`config.mk`:
```
export PLATFORM = sky130hd
export DESIGN_NAME = sw_bus_master
export DESIGN_NICKNAME = d
export VERILOG_FILES = /design/src/rtl/sw_pkg.sv /design/src/rtl/sw_regs.sv /design/src/rtl/sw_seq.sv /design/src/rtl/sw_bus_master.sv
export SDC_FILE = /design/constraint.sdc
export NUM_CORES = 1
export LEC_CHECK = 0
export ABC_AREA = 0
export BUFFER_PORTS_ARGS = -buffer_cell sky130_fd_sc_hd__clkbuf_2
export CORE_MARGIN = 3
export CORE_UTILIZATION = 35
export CTS_BUF_LIST = sky130_fd_sc_hd__clkbuf_16
export DETAILED_ROUTE_END_ITERATION = 10
export SLEW_MARGIN = 15
export SYNTH_ARGS = -nofsm -noshare
export SYNTH_HDL_FRONTEND = slang
export SYNTH_SLANG_ARGS = --single-unit
```
`constraint.sdc`:
```
create_clock -name clk -period 2.55 [get_ports clk]
set_input_delay 0.255 -clock clk [delete_from_list [all_inputs] [get_ports clk]]
set_output_delay 0.255 -clock clk [all_outputs]
set_load 0.05 [all_outputs]
```
`src/rtl/sw_pkg.sv`:
```
package sw_pkg;

  typedef enum logic [1:0] {OP_SEND, OP_RECV, OP_BREAK} op_e;

  localparam logic [2:0] W_REV  = 3'd0;
  localparam logic [2:0] W_TXD  = 3'd1;
  localparam logic [2:0] W_RXD  = 3'd2;
  localparam logic [2:0] W_CTRL = 3'd3;
  localparam logic [2:0] W_FLAG = 3'd4;
  localparam logic [2:0] W_CFG  = 3'd5;
  localparam logic [2:0] W_STAT = 3'd6;

  localparam int C_IE   = 6;
  localparam int C_CLK  = 5;
  localparam int C_GO   = 4;
  localparam int C_BRK  = 2;
  localparam int C_DIR  = 1;
  localparam int C_MODE = 0;

  function automatic int unsigned low_len(input logic b, input int unsigned one_lo,
                                          input int unsigned zero_lo);
    return b ? one_lo : zero_lo;
  endfunction

  function automatic int unsigned max3(input int unsigned a, input int unsigned b,
                                       input int unsigned c);
    int unsigned m;
    m = (a > b) ? a : b;
    return (m > c) ? m : c;
  endfunction

endpackage

```
`src/rtl/sw_regs.sv`:
```
module sw_regs
  import sw_pkg::*;
#(
  parameter logic [7:0]  REV     = 8'h21,
  parameter int unsigned RST_CYC = 4
) (
  input  logic       clk,
  input  logic       rst_n,
  input  logic [2:0] reg_word,
  input  logic       reg_wr,
  input  logic       reg_rd,
  input  logic [7:0] reg_wdata,
  output logic [7:0] reg_rdata,
  input  logic       done_tx,
  input  logic       done_rx,
  input  logic       done_to,
  input  logic [7:0] rx_byte,
  output logic       start,
  output op_e        start_op,
  output logic       busy,
  output logic [7:0] tx_byte,
  output logic       soft_clr,
  output logic       irq
);

  localparam int RCW = $clog2(RST_CYC + 1);

  logic ie_q, ce_q, go_q, brk_q, dir_q, mode_q, idle_q;
  logic [7:0] txd_q, rxd_q;
  logic [2:0] flags_q;
  logic [RCW-1:0] rcnt_q;
  logic start_q;
  op_e  op_q;

  logic wr_ctrl, soft_req, soft_act, go_req, done_any, rd_flag;

  assign wr_ctrl  = reg_wr && (reg_word == W_CTRL);
  assign rd_flag  = reg_rd && (reg_word == W_FLAG);
  assign soft_req = reg_wr && (reg_word == W_CFG) && reg_wdata[1];
  assign soft_act = (rcnt_q != '0);
  assign soft_clr = soft_req || soft_act;
  assign go_req   = wr_ctrl && !go_q && reg_wdata[C_GO] && reg_wdata[C_CLK];
  assign done_any = done_tx || done_rx || done_to;

  always_ff @(posedge clk or negedge rst_n) begin
    if (!rst_n) begin
      ie_q <= 1'b0; ce_q <= 1'b0; go_q <= 1'b0; brk_q <= 1'b0;
      dir_q <= 1'b0; mode_q <= 1'b0; idle_q <= 1'b0;
      txd_q <= '0; rxd_q <= '0; flags_q <= '0; rcnt_q <= '0;
      start_q <= 1'b0; op_q <= OP_SEND;
    end else if (soft_clr) begin
      if (soft_req) begin
        rcnt_q <= RCW'(RST_CYC);
        idle_q <= reg_wdata[0];
      end else begin
        rcnt_q <= rcnt_q - 1'b1;
      end
      ie_q <= 1'b0; ce_q <= 1'b0; go_q <= 1'b0; brk_q <= 1'b0;
      dir_q <= 1'b0; mode_q <= 1'b0;
      txd_q <= '0; rxd_q <= '0; flags_q <= '0; start_q <= 1'b0;
    end else begin
      start_q <= go_req;
      if (go_req)
        op_q <= reg_wdata[C_BRK] ? OP_BREAK : (reg_wdata[C_DIR] ? OP_RECV : OP_SEND);
      if (wr_ctrl) begin
        ie_q <= reg_wdata[C_IE];
        if (!go_q) begin
          ce_q   <= reg_wdata[C_CLK];
          go_q   <= go_req;
          brk_q  <= reg_wdata[C_BRK];
          dir_q  <= reg_wdata[C_DIR];
          mode_q <= reg_wdata[C_MODE];
        end
      end
      if (done_any) begin
        go_q  <= 1'b0;
        brk_q <= 1'b0;
      end
      if (reg_wr && (reg_word == W_TXD)) txd_q <= reg_wdata;
      if (reg_wr && (reg_word == W_CFG)) idle_q <= reg_wdata[0];
      if (done_rx) rxd_q <= rx_byte;
      flags_q <= (rd_flag ? 3'b000 : flags_q) | {done_tx, done_rx, done_to};
    end
  end

  always_comb begin
    case (reg_word)
      W_REV:   reg_rdata = REV;
      W_TXD:   reg_rdata = txd_q;
      W_RXD:   reg_rdata = rxd_q;
      W_CTRL:  reg_rdata = {1'b0, ie_q, ce_q, go_q, 1'b0, brk_q, dir_q, mode_q};
      W_FLAG:  reg_rdata = {5'b0, flags_q};
      W_CFG:   reg_rdata = {7'b0, idle_q};
      W_STAT:  reg_rdata = {7'b0, !soft_act};
      default: reg_rdata = 8'h00;
    endcase
  end

  assign start    = start_q;
  assign start_op = op_q;
  assign busy     = go_q;
  assign tx_byte  = txd_q;
  assign irq      = ie_q && (flags_q != 3'b000);

  p_go_clear_r2: assert property (@(posedge clk) disable iff (!rst_n)
    done_tx |=> !go_q);
  p_go_clear_r4: assert property (@(posedge clk) disable iff (!rst_n)
    done_to |=> (!go_q && !brk_q));
  p_flag_clear_r6: assert property (@(posedge clk) disable iff (!rst_n)
    (rd_flag && !done_any && !soft_clr) |=> (flags_q == 3'b000));
  p_irq_rise_r7: assert property (@(posedge clk) disable iff (!rst_n)
    (done_tx && ie_q && !wr_ctrl && !soft_clr) |=> irq);
  p_ctrl_lock_r8: assert property (@(posedge clk) disable iff (!rst_n)
    (wr_ctrl && go_q && !done_any && !soft_clr) |=> ($stable(ce_q) && $stable(dir_q) && go_q));
  p_soft_busy_r10: assert property (@(posedge clk) disable iff (!rst_n)
    soft_req |=> (soft_act && !go_q));

endmodule

```
`src/rtl/sw_seq.sv`:
```
module sw_seq
  import sw_pkg::*;
#(
  parameter int unsigned BRK_LOW    = 48,
  parameter int unsigned BRK_REC    = 16,
  parameter int unsigned CELL_CYC   = 40,
  parameter int unsigned ONE_LOW    = 8,
  parameter int unsigned ZERO_LOW   = 26,
  parameter int unsigned SAMPLE_CYC = 16,
  parameter int unsigned RXWAIT_CYC = 120
) (
  input  logic       clk,
  input  logic       rst_n,
  input  logic       clr,
  input  logic       start,
  input  op_e        op,
  input  logic [7:0] tx_byte,
  input  logic       line_in,
  output logic       drive_low,
  output logic       done_tx,
  output logic       done_rx,
  output logic       done_to,
  output logic [7:0] rx_byte
);

  localparam int unsigned MAXC = max3(max3(BRK_LOW, BRK_REC, CELL_CYC), RXWAIT_CYC, SAMPLE_CYC);
  localparam int CW = $clog2(MAXC + 1);

  typedef enum logic [2:0] {S_IDLE, S_BLO, S_BREC, S_TLO, S_THI, S_RWAIT, S_RSAMP} st_e;

  st_e st_q;
  logic [CW-1:0] cnt_q;
  logic [2:0] bit_q;
  logic [7:0] sh_q;
  logic ln1_q, ln2_q, lnp_q;
  logic fall, cnt_end;

  assign fall    = lnp_q && !ln2_q;
  assign cnt_end = (cnt_q == '0);

  always_ff @(posedge clk or negedge rst_n) begin
    if (!rst_n) begin
      ln1_q <= 1'b1; ln2_q <= 1'b1; lnp_q <= 1'b1;
    end else begin
      ln1_q <= line_in; ln2_q <= ln1_q; lnp_q <= ln2_q;
    end
  end

  always_ff @(posedge clk or negedge rst_n) begin
    if (!rst_n) begin
      st_q <= S_IDLE; cnt_q <= '0; bit_q <= '0; sh_q <= '0;
      done_tx <= 1'b0; done_rx <= 1'b0; done_to <= 1'b0;
    end else if (clr) begin
      st_q <= S_IDLE; cnt_q <= '0; bit_q <= '0; sh_q <= '0;
      done_tx <= 1'b0; done_rx <= 1'b0; done_to <= 1'b0;
    end else begin
      done_tx <= 1'b0; done_rx <= 1'b0; done_to <= 1'b0;
      if (!cnt_end) cnt_q <= cnt_q - 1'b1;
      case (st_q)
        S_IDLE: if (start) begin
          bit_q <= '0;
          case (op)
            OP_BREAK: begin st_q <= S_BLO; cnt_q <= CW'(BRK_LOW - 1); end
            OP_RECV:  begin st_q <= S_RWAIT; cnt_q <= CW'(RXWAIT_CYC - 1); end
            default: begin
              st_q  <= S_TLO;
              sh_q  <= tx_byte;
              cnt_q <= CW'(low_len(tx_byte[0], ONE_LOW, ZERO_LOW) - 1);
            end
          endcase
        end
        S_BLO: if (cnt_end) begin st_q <= S_BREC; cnt_q <= CW'(BRK_REC - 1); end
        S_BREC: if (cnt_end) begin st_q <= S_IDLE; done_to <= 1'b1; end
        S_TLO: if (cnt_end) begin
          st_q  <= S_THI;
          cnt_q <= CW'(CELL_CYC - low_len(sh_q[0], ONE_LOW, ZERO_LOW) - 1);
        end
        S_THI: if (cnt_end) begin
          if (bit_q == 3'd7) begin
            st_q <= S_IDLE; done_tx <= 1'b1;
          end else begin
            st_q  <= S_TLO;
            bit_q <= bit_q + 1'b1;
            sh_q  <= {1'b0, sh_q[7:1]};
            cnt_q <= CW'(low_len(sh_q[1], ONE_LOW, ZERO_LOW) - 1);
          end
        end
        S_RWAIT: begin
          if (fall) begin
            st_q <= S_RSAMP; cnt_q <= CW'(SAMPLE_CYC - 1);
          end else if (cnt_end) begin
            st_q <= S_IDLE; done_to <= 1'b1;
          end
        end
        S_RSAMP: if (cnt_end) begin
          sh_q <= {ln2_q, sh_q[7:1]};
          if (bit_q == 3'd7) begin
            st_q <= S_IDLE; done_rx <= 1'b1;
          end else begin
            bit_q <= bit_q + 1'b1;
            st_q  <= S_RWAIT; cnt_q <= CW'(RXWAIT_CYC - 1);
          end
        end
        default: st_q <= S_IDLE;
      endcase
    end
  end

  assign drive_low = (st_q == S_BLO) || (st_q == S_TLO);
  assign rx_byte   = sh_q;

  p_one_done_r3: assert property (@(posedge clk) disable iff (!rst_n)
    $onehot0({done_tx, done_rx, done_to}));
  p_brk_release_r5: assert property (@(posedge clk) disable iff (!rst_n)
    done_to |-> !drive_low);

endmodule

```
`src/rtl/sw_bus_master.sv`:
```
module sw_bus_master
  import sw_pkg::*;
#(
  parameter logic [7:0]  REV        = 8'h21,
  parameter int unsigned BRK_LOW    = 48,
  parameter int unsigned BRK_REC    = 16,
  parameter int unsigned CELL_CYC   = 40,
  parameter int unsigned ONE_LOW    = 8,
  parameter int unsigned ZERO_LOW   = 26,
  parameter int unsigned SAMPLE_CYC = 16,
  parameter int unsigned RXWAIT_CYC = 120,
  parameter int unsigned RST_CYC    = 4
) (
  input  logic       clk,
  input  logic       rst_n,
  input  logic [2:0] reg_word,
  input  logic       reg_wr,
  input  logic       reg_rd,
  input  logic [7:0] reg_wdata,
  output logic [7:0] reg_rdata,
  output logic       drive_low,
  input  logic       line_in,
  output logic       irq
);

  logic       start, busy, soft_clr;
  op_e        start_op;
  logic [7:0] tx_byte, rx_byte;
  logic       done_tx, done_rx, done_to;

  sw_regs #(.REV(REV), .RST_CYC(RST_CYC)) u_regs (
    .clk(clk), .rst_n(rst_n), .reg_word(reg_word), .reg_wr(reg_wr), .reg_rd(reg_rd),
    .reg_wdata(reg_wdata), .reg_rdata(reg_rdata), .done_tx(done_tx), .done_rx(done_rx),
    .done_to(done_to), .rx_byte(rx_byte), .start(start), .start_op(start_op),
    .busy(busy), .tx_byte(tx_byte), .soft_clr(soft_clr), .irq(irq)
  );

  sw_seq #(
    .BRK_LOW(BRK_LOW), .BRK_REC(BRK_REC), .CELL_CYC(CELL_CYC), .ONE_LOW(ONE_LOW),
    .ZERO_LOW(ZERO_LOW), .SAMPLE_CYC(SAMPLE_CYC), .RXWAIT_CYC(RXWAIT_CYC)
  ) u_seq (
    .clk(clk), .rst_n(rst_n), .clr(soft_clr), .start(start), .op(start_op),
    .tx_byte(tx_byte), .line_in(line_in), .drive_low(drive_low), .done_tx(done_tx),
    .done_rx(done_rx), .done_to(done_to), .rx_byte(rx_byte)
  );

  p_release_idle_r9: assert property (@(posedge clk) disable iff (!rst_n)
    !busy |-> !drive_low);

endmodule

```
=== After elaboration in Yosys (flattened, before gate mapping) ===
Cells that the tools add are included.
W data, S select, Z words.

* Register bits: 59
* Bits of input ports: 16
* Output and inout bits: 10
* Logic and storage cells: 179

* $add $sub $neg: 7
* Equality and inequality tests: 27
* Muxes and demuxes: 82
* Bitwise gates (word level): 2
* Reduce and logical (&&, ||, !) cells: 38

{| class="wikitable"
|+ Operators with widths
! cell !! count
|-
| $mux W8 || 10
|-
| $mux W7 || 10
|-
| $pmux W8 S7 || 1
|-
| $mux W3 || 16
|-
| $pmux W7 S6 || 1
|-
| $mux W1 || 33
|-
| $sub A7 B1 Y7 const B || 4
|-
| $pmux W8 S3 || 1
|-
| $eq A3 B3 Y1 const B || 7
|-
| $pmux W3 S7 || 1
|-
| $mux W5 || 3
|-
| $ne A3 B3 Y1 const B || 5
|-
| $pmux W7 S2 || 1
|-
| $eq A3 B2 Y1 const B || 4
|-
| $ne A3 B2 Y1 const B || 4
|-
| $pmux W3 S2 || 2
|-
| $reduce_bool A3 Y1 || 4
|-
| $logic_and A1 B1 Y1 || 10
|-
| $reduce_and A2 Y1 || 4
|-
| $reduce_bool A2 Y1 || 4
|-
| $logic_not A7 Y1 || 1
|-
| $sub A6 B7 Y7 const A || 1
|-
| $eq A3 B1 Y1 const B || 2
|-
| $logic_not A3 Y1 || 2
|-
| other kinds (18) || 25
|}

=== Longest topological paths before layout ===
* Word-level depth: 9
* Mapped depth: 13
* Mapped depth without buffers: 11

=== Hierarchy ===
A second synthesis with hierarchy kept.

* Cells, all modules: 400
* Area total of the unflattened synthesis: 3,652.3 um^2

{| class="wikitable"
|+ By module, submodules not included
! module !! instances !! cells an instance !! area an instance (um^2) !! seq. area each (um^2)
|-
| sw_seq || 1 || 238 || 1,964.4 || 679.4
|-
| sw_regs || 1 || 162 || 1,687.9 || 800.8
|}

=== Worst setup path after synthesis ===
Ideal clock, no wire load.

* Kind: flip-flop to flip-flop
* Start: reg u_seq.cnt_q[1]
* End: reg u_seq.cnt_q[0]
* Library setup time: 126 ps
* Arrival time: 2,303 ps
* Data required time: 2,424 ps
* Slack: 121 ps
* Cell stages (with the launch flop): 13
* Path buffers: 2
* Period minus slack after synthesis: 2,429 ps
* Path through: dfrtp_1 inv_1 ha_1 nor3b_4 and2_1 buf_4 inv_2 buf_6 ha_1 mux2i_1 a32oi_1 nor2_1 a2111oi_0

* Word-level cells in the longest chain between the ends: 6
* Elaborated cells between the ends (all ways): 12
* Those cells by class: mux (11); reduce/logical (1)

{| class="wikitable"
|+ Ends and longest elaborated chain
! what !! RTL line !! source
|-
| start, declared || sw_seq.sv:32 || <nowiki>logic [CW-1:0] cnt_q;</nowiki>
|-
| start signal, assigned || sw_seq.sv:58 || <nowiki>if (!cnt_end) cnt_q <= cnt_q - 1'b1;</nowiki>
|-
| start signal, assigned || sw_seq.sv:68 || <nowiki>cnt_q <= CW'(low_len(tx_byte[0], ONE_LOW, ZERO_LOW) - 1);</nowiki>
|-
| start signal, assigned || sw_seq.sv:76 || <nowiki>cnt_q <= CW'(CELL_CYC - low_len(sh_q[0], ONE_LOW, ZERO_LOW) - 1);</nowiki>
|-
| $logic_not A7 Y1 * || sw_seq.sv:39 || <nowiki>assign cnt_end = (cnt_q == '0);</nowiki>
|-
| $mux W7 || sw_seq.sv:58 ||
|-
| $mux W7 (on tied branches) || sw_seq.sv:97, sw_seq.sv:79 ||
|-
| $mux W7 (on tied branches) || sw_seq.sv:95, sw_seq.sv:78 ||
|-
| $pmux W7 S6 * || sw_seq.sv:59 || <nowiki>case (st_q)</nowiki>
|-
| $mux W7 * || sw_seq.sv:53 || <nowiki>end else if (clr) begin</nowiki>
|}

Every way passes the cells marked *; elsewhere a longest branch is shown, timed or not.
A chain may end at the register's enable or synchronous reset.

=== Worst setup path in the final report ===
Ends and elaborated chain as after synthesis.

==> results.md <==
* Syn Nets at around 400
* Hold Violations, Final at 0
* Clock sink count at 59
* Ports at 26
* Yosys warnings at 0
* Non-Filler Instances at 549
* TritonCTS Buffers at 9
* Drt pass-1 iters at 5
* Share of the yosys chip area belonging to registers at 41.5%
* Core box area at 9860 um2
* H-tree levels at 3
* Synth cell count leaders: nor2_1, dfrtp_1, mux2i_1, a21oi_1, o21ai_0
* Cell with the most instances after synthesis: nor2_1
* Hold depth at 3
* Die ar. at 11,400 um2
* Static Leakage at 1.80 nW
* Dominant cells by area after synthesis: dfrtp_1, mux2i_1, nor2_1, ha_1, a21oi_1
* Worst Hold Class: in -> reg
* # port buffers at 25
* Post-DRT Antenna Nets at 0
* Vias in the first global route at a little under 3,000
* CTS max path bufs at 2
* Final Max Slew Viols at 0
* Fraction of layout cells with a size suffix above 1 at 18.5%
* Vias at 3,012
* Routability cong. at 0.882
* Worst EP required at 2750 ps
* DRT Wirelength at 9060 um
* Largest net degree at the start of global routing at 37
* Biggest area consumer among synthesized cells: dfrtp_1
* Initial Util at 36.2%
* Initial antenna violation count at 0
* Yosys top cell area share at between 30% and 40%
* Flop pwr share at 30.3%
* First-pass GRT wire length at 15,100 um
* DPL Wire Length at 6420 um
* Post-synth EDFFs at 0
* Setup Buffers After CTS at 0
* Cell area power density at roughly 840 nW/um2
* Root buf cell: clkbuf_16
* Setup Skew at between 8 and 9 ps
* WL per Instance at around 16 um
* Critical path class: reg -> reg
* DRC errors left at 0
* Vias/cell at 5.49
* Fin Setup TNS at 0 ps
* CTS tree: done
* Peak VDD IR at 386 uV
* Synth Instances at 380
* Comb power frac at 34.7%
* Critical path endpoint category: flop
* Crit path time final at 2310 ps
* Primary FF master, synth: dfrtp_1
* Synth cell types at 63
* Synth Register Bits at about 60
* Critical Path Most Common Cell: ha_1
* DRT iter0 DRCs at 269
* CP startpoint kind: flop
* RSZ-0062 raised after global routing: no
* # diodes at 0
* Fillers at 962
* Max_slew headroom at approximately 56%
* NetSw at 1.24 mW
* Maxcap violations at 0
* Worst-Skew Late Latency at about 330 ps
* Die Y at 107 um
* Clk slew on worst S/H paths at 60 ps
* Clock power frac at 35.0%
* Fmax at 434 MHz
* Final net count at 436
* Sw frac at 35.4%
* FFs w/ async S/R, synth at 100%
* Max incr delay on CP at 420 ps
* Crit path DAT at 2510 ps
* Die span in x at 107 um
* Area Overhead vs Synth at 17.0%
* Mean Syn Cell Area at 9.39 um2
* Status: complete, no violations
* Power Internal at 2.26 mW
* Synth Cell Area at 3570 um2
* Grt ovf at 0
* Total Routing Usage GR at 16.8%
* Tot Pwr at approximately 3.5 mW
* Cell chain of the critical path: inv_1, ha_1, nor3b_4, and2_1, inv_2, ha_1, mux2i_1, a32oi_1, nor2_1, a2111oi_1
* Worst-Margin Slew at 660 ps
* Placed cells at 531
* Crit share post-route at 90.4%
* Worst-path fanout max at 4
* Final setup fails at 0
* Cell depth of the worst flop-to-flop path at 10
* Row cnt at 36
* CP max-delay cell: dfrtp_1
[kinds of logic (layout without fill, tap and decap cells)]
kind of cell    count (synthesis)  in the layout  share of synthesized area (%)
simple gates                  134            134                           18.9
mux                            42             42                           11.9
compound gates                 94             94                           18.1
xor+xnor                        3              3                          0.736
fa+ha+maj                       9              9                           3.15
flops                          59             59                           41.5
buf+inv                        39             75                           5.82
[worst max-delay path: cells and delay by family, from the launching register on]
family / cells / cell delay, ps
AOI/OAI and AO/OA: 2 / 540
adders and majority gates: 2 / 510
and+or+nand+nor: 3 / 430
DFF: 1 / 420
buffers and inverters: 2 / 200
muxes: 1 / 90
[cells in the final DEF, fill, tap and decap left out, types with 11 or more instances in the layout]
| master | count |
|---|---|
| nand2_1 | 11 |
| nor2b_1 | 12 |
| buf_4 | 17 |
| mux2i_1 | 38 |
| inv_1 | 13 |
| clkbuf_2 | 25 |
| nor2_1 | 68 |
| a21oi_1 | 19 |
| o21ai_0 | 16 |
| dfrtp_1 | 56 |
[path summary, 6_finish.rpt]
check	from	to	slack [ps]
setup / recovery	u_seq.cnt_q[1]$_DFF_PN0_	u_seq.cnt_q[0]$_DFF_PN0_	240
hold / removal	reg_wdata[6]	u_regs.ie_q$_DFFE_PN0P_	160
setup reg to reg	u_seq.cnt_q[1]$_DFF_PN0_	u_seq.cnt_q[0]$_DFF_PN0_	240
hold reg to reg	u_seq.ln1_q$_DFF_PN1_	u_seq.ln2_q$_DFF_PN1_	350
max in group asynchronous	rst_n	u_seq.ln2_q$_DFF_PN1_	1350
min in group asynchronous	rst_n	u_regs.rcnt_q[0]$_DFFE_PN0N_	490
[registers in the layout (all words and copies together) (netlist names), 2 cells and up]
signal,cells
u_regs.rxd_q,8
u_regs.tx_byte,8
u_seq.rx_byte,8
u_seq.cnt_q,7
u_regs.flags_q,3
u_regs.rcnt_q,3
u_seq.bit_q,3
u_seq.st_q,3
u_regs.start_op,2
[metrics by stage]
stage	setup WS, ps	utilization, %	hold slack, ps	cell area (um2)
floorplan	121	-	-40.6	3570
global placement	379	39.1	311	3850
detailed placement	248	39.1	325	3850
CTS	226	42.3	147	4180
global route	23.1	42.3	153	4180
finish	244	42.3	163	4180
[repair_timing]
action / in CTS / in global routing
endpoints found under the hold margin: 24 / 0
hold buffers: 2 / 0
resized for setup: 0 / 1
setup endpoints to repair: 0 / 1
[routing by layer]
metal  global-route usage, %  share of wire, %  vias up
met3                    2.53               4.2       25
met1                    22.6                47     1460
met2                    26.3                46       93
li1                        -                 -     1434
met4                    8.22               3.1        0
met5                       0                 0        -
[power groups by stage]
stage	clock network (mW)	registers, mW	logic (mW)
after floorplan	0	1.06	0.921
after global placement	0	1.08	1.20
after detailed placement	0	1.08	1.19
after CTS	1.25	1.06	1.20
after global routing	1.29	1.07	1.35
final	1.22	1.06	1.21
[layout make-up]
type | count | area, um2 | share of cell area, %
multi-input cells | 282 | 1880 | 45.1
repair buffers | 45 | 293 | 7.01
clock buffers | 9 | 225 | 5.39
clock inverters | 7 | 76.3 | 1.83
inverters | 14 | 52.6 | 1.26
well taps | 133 | 166 | 3.98
flip-flops and latches | 59 | 1480 | 35.4
(Power assumes the default switching activity.)
